**config.mk**
```make
export PLATFORM = sky130hd
export DESIGN_NAME = pmic_regfile
export DESIGN_NICKNAME = d
export VERILOG_FILES = /design/src/rtl/pmic_pkg.sv /design/src/rtl/pmic_idx_decode.sv /design/src/rtl/pmic_adc_table.sv /design/src/rtl/pmic_regfile.sv
export SDC_FILE = /design/constraint.sdc
export NUM_CORES = 1
export LEC_CHECK = 0
export BUFFER_PORTS_ARGS = -buffer_cell sky130_fd_sc_hd__buf_2
export CORE_MARGIN = 2
export CORE_UTILIZATION = 50
export CTS_CLUSTER_SIZE = 24
export DETAILED_ROUTE_END_ITERATION = 10
export MAX_ROUTING_LAYER = met4
export PLACE_DENSITY = 0.68
export REMOVE_ABC_BUFFERS = 1
export SLEW_MARGIN = 20
export SYNTH_ARGS = -nofsm -noshare
export SYNTH_HDL_FRONTEND = slang
export SYNTH_SLANG_ARGS = --single-unit
```
**constraint.sdc**
```tcl
create_clock -name clk -period 3.6 [get_ports clk]
set_input_delay 0.36 -clock clk [delete_from_list [all_inputs] [get_ports clk]]
set_output_delay 0.36 -clock clk [all_outputs]
set_load 0.01 [all_outputs]
```
**src/rtl/pmic_pkg.sv**
```systemverilog
package pmic_pkg;

    localparam int unsigned DW    = 16;
    localparam int unsigned IW    = 5;
    localparam int unsigned CHW   = 4;
    localparam int unsigned RESW  = 10;
    localparam int unsigned NCH   = 1 << CHW;
    localparam int unsigned ADC_PAD = DW - CHW - RESW;

    // Register indices whose position matters to software
    localparam logic [IW-1:0] IDX_ID       = 5'h00;
    localparam logic [IW-1:0] IDX_IRQ_ST   = 5'h01;
    localparam logic [IW-1:0] IDX_IRQ_MASK = 5'h02;
    localparam logic [IW-1:0] IDX_CAL      = 5'h06;
    localparam logic [IW-1:0] IDX_ADC      = 5'h08;
    localparam logic [IW-1:0] IDX_SAMPLE   = 5'h09;
    localparam logic [IW-1:0] IDX_CTRL1    = 5'h0D;
    localparam logic [IW-1:0] IDX_CTRL2    = 5'h0E;
    localparam logic [IW-1:0] IDX_STATUS   = 5'h16;
    localparam logic [IW-1:0] IDX_WDOG     = 5'h17;

    // Bit positions
    localparam int unsigned IRQ_KEY_BIT   = 0;
    localparam int unsigned IRQ_ADC_BIT   = 8;
    localparam int unsigned ST_KEYUP_BIT  = 5;
    localparam int unsigned WD_EN_BIT     = 1;
    localparam int unsigned ADC_CH_LSB    = 10;
    localparam int unsigned ID_VAR_BIT    = 7;

    // Reset and constant values
    localparam logic [DW-1:0] ID_BASE    = 16'h0215;
    localparam logic [DW-1:0] RST_MASK   = 16'hFFFF;
    localparam logic [DW-1:0] RST_STATUS = 16'h0020;
    localparam logic [DW-1:0] RST_CAL    = 16'h0001;

    typedef struct packed {
        logic id;
        logic irq_st;
        logic irq_mask;
        logic cal;
        logic adc;
        logic sample;
        logic ctrl1;
        logic ctrl2;
        logic status;
        logic wdog;
    } reg_sel_t;

    typedef struct packed {
        logic [DW-1:0]  irq_st;
        logic [DW-1:0]  irq_mask;
        logic [DW-1:0]  cal;
        logic [NCH-1:0] sample;
        logic [DW-1:0]  ctrl1;
        logic [DW-1:0]  ctrl2;
        logic [DW-1:0]  status;
        logic [CHW-1:0] chan;
        logic [DW-1:0]  rdata;
        logic           err;
        logic           irq;
        logic           shutdown;
    } state_t;

endpackage

```
**src/rtl/pmic_idx_decode.sv**
```systemverilog
module pmic_idx_decode
    import pmic_pkg::*;
(
    input  logic [IW-1:0] index_i,
    input  logic          write_i,
    output reg_sel_t      sel_o,
    output logic          legal_o
);

    logic exists;
    logic read_only;

    always_comb begin
        sel_o     = '0;
        exists    = 1'b1;
        read_only = 1'b0;
        case (index_i)
            IDX_ID: begin
                sel_o.id  = 1'b1;
                read_only = 1'b1;
            end
            IDX_IRQ_ST:   sel_o.irq_st   = 1'b1;
            IDX_IRQ_MASK: sel_o.irq_mask = 1'b1;
            5'h04:        read_only      = 1'b1;
            IDX_CAL:      sel_o.cal      = 1'b1;
            5'h07:        exists         = 1'b0;
            IDX_ADC:      sel_o.adc      = 1'b1;
            IDX_SAMPLE:   sel_o.sample   = 1'b1;
            IDX_CTRL1:    sel_o.ctrl1    = 1'b1;
            IDX_CTRL2:    sel_o.ctrl2    = 1'b1;
            5'h12, 5'h13, 5'h14, 5'h15:
                          exists         = 1'b0;
            IDX_STATUS: begin
                sel_o.status = 1'b1;
                read_only    = 1'b1;
            end
            IDX_WDOG:     sel_o.wdog     = 1'b1;
            default: ;
        endcase
        legal_o = exists && !(write_i && read_only);
    end

endmodule

```
**src/rtl/pmic_adc_table.sv**
```systemverilog
module pmic_adc_table
    import pmic_pkg::*;
(
    input  logic [CHW-1:0]  chan_i,
    output logic [RESW-1:0] result_o
);

    always_comb begin
        case (chan_i)
            4'd1:    result_o = 10'h3C2;
            4'd2:    result_o = 10'h0FC;
            4'd3:    result_o = 10'h165;
            4'd4:    result_o = 10'h07B;
            4'd5:    result_o = 10'h3FF;
            4'd6:    result_o = 10'h011;
            4'd7:    result_o = 10'h011;
            4'd8:    result_o = 10'h250;
            4'd10:   result_o = 10'h002;
            4'd11:   result_o = 10'h011;
            4'd12:   result_o = 10'h3D0;
            4'd13:   result_o = 10'h330;
            default: result_o = '0;
        endcase
    end

endmodule

```
**src/rtl/pmic_regfile.sv**
```systemverilog
module pmic_regfile
    import pmic_pkg::*;
(
    input  logic          clk,
    input  logic          rst_n,
    input  logic          variant_i,
    input  logic          acc_valid_i,
    input  logic          acc_write_i,
    input  logic [IW-1:0] acc_index_i,
    input  logic [DW-1:0] acc_wdata_i,
    input  logic          key_event_i,
    input  logic          key_pressed_i,
    output logic [DW-1:0] acc_rdata_o,
    output logic          acc_err_o,
    output logic          irq_o,
    output logic          shutdown_o
);

    state_t st_d, st_q;

    reg_sel_t        sel;
    logic            legal;
    logic [RESW-1:0] adc_result;
    logic [DW-1:0]   rd_val;
    logic [CHW-1:0]  new_chan;

    pmic_idx_decode u_decode (
        .index_i (acc_index_i),
        .write_i (acc_write_i),
        .sel_o   (sel),
        .legal_o (legal)
    );

    pmic_adc_table u_adc (
        .chan_i   (st_q.chan),
        .result_o (adc_result)
    );

    assign new_chan = acc_wdata_i[ADC_CH_LSB +: CHW];

    // Read multiplexer
    always_comb begin
        rd_val = '0;
        if (sel.id) begin
            rd_val             = ID_BASE;
            rd_val[ID_VAR_BIT] = variant_i;
        end
        if (sel.irq_st)   rd_val = st_q.irq_st;
        if (sel.irq_mask) rd_val = st_q.irq_mask;
        if (sel.cal)      rd_val = st_q.cal;
        if (sel.adc)      rd_val = {{ADC_PAD{1'b0}}, st_q.chan, adc_result};
        if (sel.sample)   rd_val = DW'(st_q.sample);
        if (sel.ctrl1)    rd_val = st_q.ctrl1;
        if (sel.ctrl2)    rd_val = st_q.ctrl2;
        if (sel.status)   rd_val = st_q.status;
    end

    // Next-state computation
    always_comb begin
        st_d     = st_q;
        st_d.err = 1'b0;

        if (acc_valid_i) begin
            if (!legal) begin
                st_d.err = 1'b1;
                if (!acc_write_i) begin
                    st_d.rdata = '0;
                end
            end else if (!acc_write_i) begin
                st_d.rdata = rd_val;
            end else begin
                if (sel.irq_st)   st_d.irq_st   = st_q.irq_st ^ acc_wdata_i;
                if (sel.irq_mask) st_d.irq_mask = acc_wdata_i;
                if (sel.cal)      st_d.cal      = acc_wdata_i;
                if (sel.ctrl1)    st_d.ctrl1    = acc_wdata_i;
                if (sel.ctrl2)    st_d.ctrl2    = acc_wdata_i;
                if (sel.adc) begin
                    st_d.chan                = new_chan;
                    st_d.irq_st[IRQ_ADC_BIT] = 1'b1;
                    st_d.sample[new_chan]    = 1'b1;
                end
                if (sel.sample) begin
                    st_d.sample = st_q.sample & ~acc_wdata_i[NCH-1:0];
                end
                if (sel.wdog && (acc_wdata_i == '0) && st_q.ctrl1[WD_EN_BIT]) begin
                    st_d.shutdown = 1'b1;
                end
            end
        end

        // Key event lands after any same-cycle status write
        if (key_event_i) begin
            st_d.irq_st[IRQ_KEY_BIT]  = 1'b1;
            st_d.status[ST_KEYUP_BIT] = !key_pressed_i;
        end

        st_d.irq = |(st_d.irq_st & ~st_d.irq_mask);
    end

    always_ff @(posedge clk or negedge rst_n) begin
        if (!rst_n) begin
            st_q          <= '0;
            st_q.irq_mask <= RST_MASK;
            st_q.status   <= RST_STATUS;
            st_q.cal      <= RST_CAL;
        end else begin
            st_q <= st_d;
        end
    end

    assign acc_rdata_o = st_q.rdata;
    assign acc_err_o   = st_q.err;
    assign irq_o       = st_q.irq;
    assign shutdown_o  = st_q.shutdown;

endmodule

```
==> impl_results.html <==
<table>
<tr><th>Metric</th><th>Value</th></tr>
<tr><th colspan="2">Status</th></tr>
<tr><td>Run status</td><td>complete, no violations</td></tr>
<tr><th colspan="2">Layout</th></tr>
<tr><td>Count of fill cells added during filler insertion</td><td>1144</td></tr>
<tr><td>Synthesis-to-finish area growth</td><td>12.9%</td></tr>
<tr><td>Leading cell type in the layout, fill and taps excluded</td><td>sky130_fd_sc_hd__dfrtp_1</td></tr>
<tr><td>Antenna cells</td><td>0</td></tr>
<tr><td>Most frequent cells in the layout</td><td>sky130_fd_sc_hd__dfrtp_1 (102), sky130_fd_sc_hd__nand2_1 (59), sky130_fd_sc_hd__mux2_2 (53), sky130_fd_sc_hd__buf_2 (45)</td></tr>
<tr><td>Final net count</td><td>around 700</td></tr>
<tr><td>Count of placed standard cells in the final layout, fillers left out</td><td>864</td></tr>
<tr><td>Share of cells above drive strength 1</td><td>approximately 27%</td></tr>
<tr><th colspan="2">Setup path</th></tr>
<tr><td>Worst setup SP type</td><td>input pin</td></tr>
<tr><td>Kind of critical path</td><td>in -&gt; reg</td></tr>
<tr><td>CP required</td><td>3.92 ns</td></tr>
<tr><td>Critical Path End Type</td><td>flip-flop</td></tr>
<tr><td>Critical path fanouts, max</td><td>18</td></tr>
<tr><td>Arrival time reported for the critical path endpoint</td><td>2.52 ns</td></tr>
<tr><th colspan="2">Floorplanning</th></tr>
<tr><td>Number of core rows</td><td>42</td></tr>
<tr><td>Y dimension of the die</td><td>119 um</td></tr>
<tr><td>Count of pins on the block boundary</td><td>47</td></tr>
<tr><td>Die Outline Area</td><td>14200 um2</td></tr>
<tr><td>Standard cell core area</td><td>13100 um2</td></tr>
<tr><td>Die Wd</td><td>119 um</td></tr>
<tr><td>Initial core utilization</td><td>50.7%</td></tr>
<tr><th colspan="2">Logic synthesis</th></tr>
<tr><td>Combinational family with the most area after synthesis</td><td>compound AO/OA/AOI/OAI gates</td></tr>
<tr><td>Number of distinct standard cells referenced by the synthesized netlist</td><td>70</td></tr>
<tr><td>Synthesized area per cell</td><td>roughly 10 um2</td></tr>
<tr><td>Synthesized-area fraction occupied by ao, oa, aoi and oai cells</td><td>17.9%</td></tr>
<tr><td>Flop and latch count out of synthesis</td><td>120</td></tr>
<tr><td>Share of cell area taken by muxes after synthesis</td><td>12.0%</td></tr>
<tr><td>Number of enable flip-flop cells after synthesis</td><td>0</td></tr>
<tr><td>Netlist area before placement</td><td>6630 um2</td></tr>
<tr><td>Synthesized netlist cell count</td><td>652</td></tr>
<tr><td>YS warnings</td><td>0</td></tr>
<tr><td>Proportion of synthesized chip area in sequential cells</td><td>45.6%</td></tr>
<tr><td>Share of synthesized cell area in full adder, half adder and majority cells</td><td>~1.1%</td></tr>
<tr><td>Post-synthesis xor/xnor area fraction</td><td>1.85%</td></tr>
<tr><td>Share of flip-flops with an asynchronous set or reset after synthesis</td><td>100%</td></tr>
<tr><td>Most used DFF post-synth</td><td>sky130_fd_sc_hd__dfrtp_1</td></tr>
<tr><td>Synth Area in Simple Gates</td><td>14.8%</td></tr>
<tr><th colspan="2">Clock tree</th></tr>
<tr><td>Clock insertion delay at the later pin of the skew report</td><td>0.43 ns</td></tr>
<tr><td>Clock net sink count</td><td>120</td></tr>
<tr><td>TritonCTS buffer count</td><td>17</td></tr>
<tr><td>Cells resized by post-CTS repair</td><td>0</td></tr>
<tr><td>Max Buffers Root-to-Sink</td><td>2</td></tr>
<tr><td>Clock H-tree levels</td><td>4</td></tr>
<tr><td>Clock-pin transition on the worst setup and hold timing paths</td><td>0.06 ns</td></tr>
<tr><td>Post-CTS Repair Setup Buffers</td><td>0</td></tr>
<tr><td>CTS tree</td><td>built</td></tr>
<tr><td>Clock root cell</td><td>sky130_fd_sc_hd__clkbuf_16</td></tr>
<tr><th colspan="2">Route</th></tr>
<tr><td>Violation count after the first detailed-route iteration</td><td>671</td></tr>
<tr><td>Post-Route WL</td><td>20400 um</td></tr>
<tr><td>Antenna Nets Post-Route</td><td>0</td></tr>
<tr><td>Number of optimization iterations in the first detailed-route pass</td><td>8</td></tr>
<tr><td>Via count</td><td>roughly 5500</td></tr>
<tr><td>Number of remaining DRC errors</td><td>0</td></tr>
<tr><td>Ratio of routed vias to standard cells</td><td>6.39</td></tr>
<tr><td>Average wire per cell in the routed design</td><td>23.6 um</td></tr>
<tr><th colspan="2">Timing</th></tr>
<tr><td>Setup total negative slack</td><td>0 ns</td></tr>
<tr><td>Slew Limit Headroom</td><td>between 40% and 50%</td></tr>
<tr><td>Final count of negative-setup-slack endpoints</td><td>0</td></tr>
<tr><td>Max Clock Freq</td><td>454 MHz</td></tr>
<tr><td>Number of failing hold endpoints at the final stage</td><td>0</td></tr>
<tr><td>Unrepaired setup endpoints after global routing</td><td>false</td></tr>
<tr><td>Min Tclk post-route</td><td>approximately 2.2 ns</td></tr>
<tr><td>Crit share post-route</td><td>61.2%</td></tr>
<tr><td>Slew of the pin with the lowest slew margin</td><td>0.869 ns</td></tr>
<tr><td>Worst Clk Skew</td><td>0.00560 ns</td></tr>
<tr><td>Number of pins exceeding their max-slew limit in the final report</td><td>0</td></tr>
<tr><th colspan="2">Place</th></tr>
<tr><td>Total of buffers placed on input and output ports</td><td>46</td></tr>
<tr><td>Global placer's final weighted congestion</td><td>0.951</td></tr>
<tr><td>HPWL after DPL</td><td>roughly 14000 um</td></tr>
<tr><td>Placed cells</td><td>831</td></tr>
<tr><th colspan="2">Job</th></tr>
<tr><td>Maximum Capacitance Violations</td><td>0</td></tr>
<tr><th colspan="2">Power</th></tr>
<tr><td>Final Total Pwr</td><td>0.00406 W</td></tr>
<tr><td>Worst IR drop on VDD</td><td>0.454 mV</td></tr>
<tr><td>Power per standard cell area</td><td>542 nW/um2</td></tr>
<tr><td>Leakage power figure</td><td>around 3.3 nW</td></tr>
<tr><th colspan="2">Global routing</th></tr>
<tr><td>Initial antenna violation count</td><td>0</td></tr>
<tr><td>Maximum number of pins on one net before global-route repair</td><td>72</td></tr>
<tr><td>GRT overflow</td><td>0</td></tr>
<tr><td>Overall fraction of global-route tracks in use</td><td>30.7%</td></tr>
<tr><td>Via count of the first global-routing pass</td><td>around 5400</td></tr>
<tr><td>First-pass GRT wire length</td><td>31600 um</td></tr>
<tr><th colspan="2">Min path</th></tr>
<tr><td>Hold crit path type</td><td>in -&gt; reg</td></tr>
</table>
==> synthesized netlist by cell type (9+ instances only) <==
| master | count | area share, % |
|---|---|---|
| sky130_fd_sc_hd__a21oi_1 | 43 | 3.2 |
| sky130_fd_sc_hd__o21ai_0 | 36 | 2.7 |
| sky130_fd_sc_hd__nor2_1 | 43 | 2.4 |
| sky130_fd_sc_hd__mux2_2 | 53 | 9.0 |
| sky130_fd_sc_hd__a221oi_1 | 9 | 1.2 |
| sky130_fd_sc_hd__dfrtp_1 | 102 | 38 |
| sky130_fd_sc_hd__nor2b_1 | 12 | 1.1 |
| sky130_fd_sc_hd__xnor2_1 | 14 | 1.8 |
| sky130_fd_sc_hd__inv_1 | 19 | 1.1 |
| sky130_fd_sc_hd__buf_4 | 26 | 2.9 |
| sky130_fd_sc_hd__nand2_1 | 59 | 3.3 |
| sky130_fd_sc_hd__nand2b_1 | 22 | 2.1 |
| sky130_fd_sc_hd__clkbuf_1 | 21 | 1.2 |
| sky130_fd_sc_hd__a31oi_1 | 9 | 0.85 |
| sky130_fd_sc_hd__a22oi_1 | 16 | 1.8 |
| sky130_fd_sc_hd__dfstp_2 | 18 | 7.1 |
==> cells by family after synthesis <==
kind of cell               after synthesis
buffers and inverters                   79
DFF                                    120
and+or+nand+nor                        190
AOI/OAI and AO/OA                      174
xor gates and xnor gates                14
adders and majority gates                6
muxes                                   69
==> worst paths after layout <==
path	startpoint	end	slack (ns)	cells after the start
worst min-delay path	key_pressed_i	st_q[28]	0.07	2
min in group asynchronous	rst_n	st_q[121]	0.50	2
max in group asynchronous	rst_n	st_q[87]	2.26	3
worst max register to register	st_q[20]	acc_rdata_o[1]	1.46	8
worst max-delay path	acc_index_i[3]	st_q[86]	1.40	6
worst min register to register	acc_rdata_o[1]	acc_rdata_o[1]	0.48	2
==> registers in the layout (all words and copies together) (netlist names) <==
| signal | cells |
|---|---|
| irq_o | 1 |
| st_q | 101 |
| acc_err_o | 1 |
| shutdown_o | 1 |
| acc_rdata_o | 16 |
==> per-stage QoR <==
| step | util, % | worst slack (ns) | hold WS, ns | instance area, um2 |
|---|---|---|---|---|
| 6_report | 57.2 | 1.40 | 0.0692 | 7490 |
| 5_1_grt | 57.2 | 1.28 | 0.0718 | 7490 |
| 4_1_cts | 57.2 | 1.44 | 0.0617 | 7490 |
| 3_5_place_dp | 52.4 | 0.999 | 0.433 | 6850 |
| 3_3_place_gp | 52.4 | 1.03 | 0.430 | 6850 |
| 2_1_floorplan | - | 1.24 | 0.0644 | 6260 |
==> layer usage <==
metal	vias up	GRT usage, %	share of wire (%)
met4	0	15.2	4.3
met3	70	7.52	8.4
met5	-	-	0
met1	2739	38.3	41
li1	2401	-	-
met2	311	46.9	46
==> final cells by class <==
class / instances / area, um2 / share of cell area [%]
Tap cell: 176 / 220 / 2.94
Inverter: 19 / 71.3 / 0.953
Multi-Input combinational cell: 453 / 3160 / 42.2
Clock inverter: 15 / 199 / 2.66
Clock buffer: 17 / 425 / 5.68
Timing Repair Buffer: 64 / 383 / 5.11
Sequential cell: 120 / 3030 / 40.4
==> power by group <==
group	leakage [nW]	switching (W)	total [W]	internal, W
logic	1.43	0.000310	0.000558	0.000248
clock network	0.303	0.000654	0.00181	0.00116
registers	1.54	0.000173	0.00169	0.00152
==> worst max-delay path, cell delays in order <==
cell,delay [ns]
sky130_fd_sc_hd__buf_2,0.32
sky130_fd_sc_hd__or4b_1,0.71
sky130_fd_sc_hd__nor2_1,0.23
sky130_fd_sc_hd__and2_1,0.55
sky130_fd_sc_hd__nand2_1,0.13
sky130_fd_sc_hd__a32o_1,0.22
==> what timing repair did <==
item | in CTS | in global routing
hold endpoints to repair | 38 | 0
hold buffers | 1 | 0
endpoints found under the setup margin | 0 | 0
(Power assumes the default switching activity.)
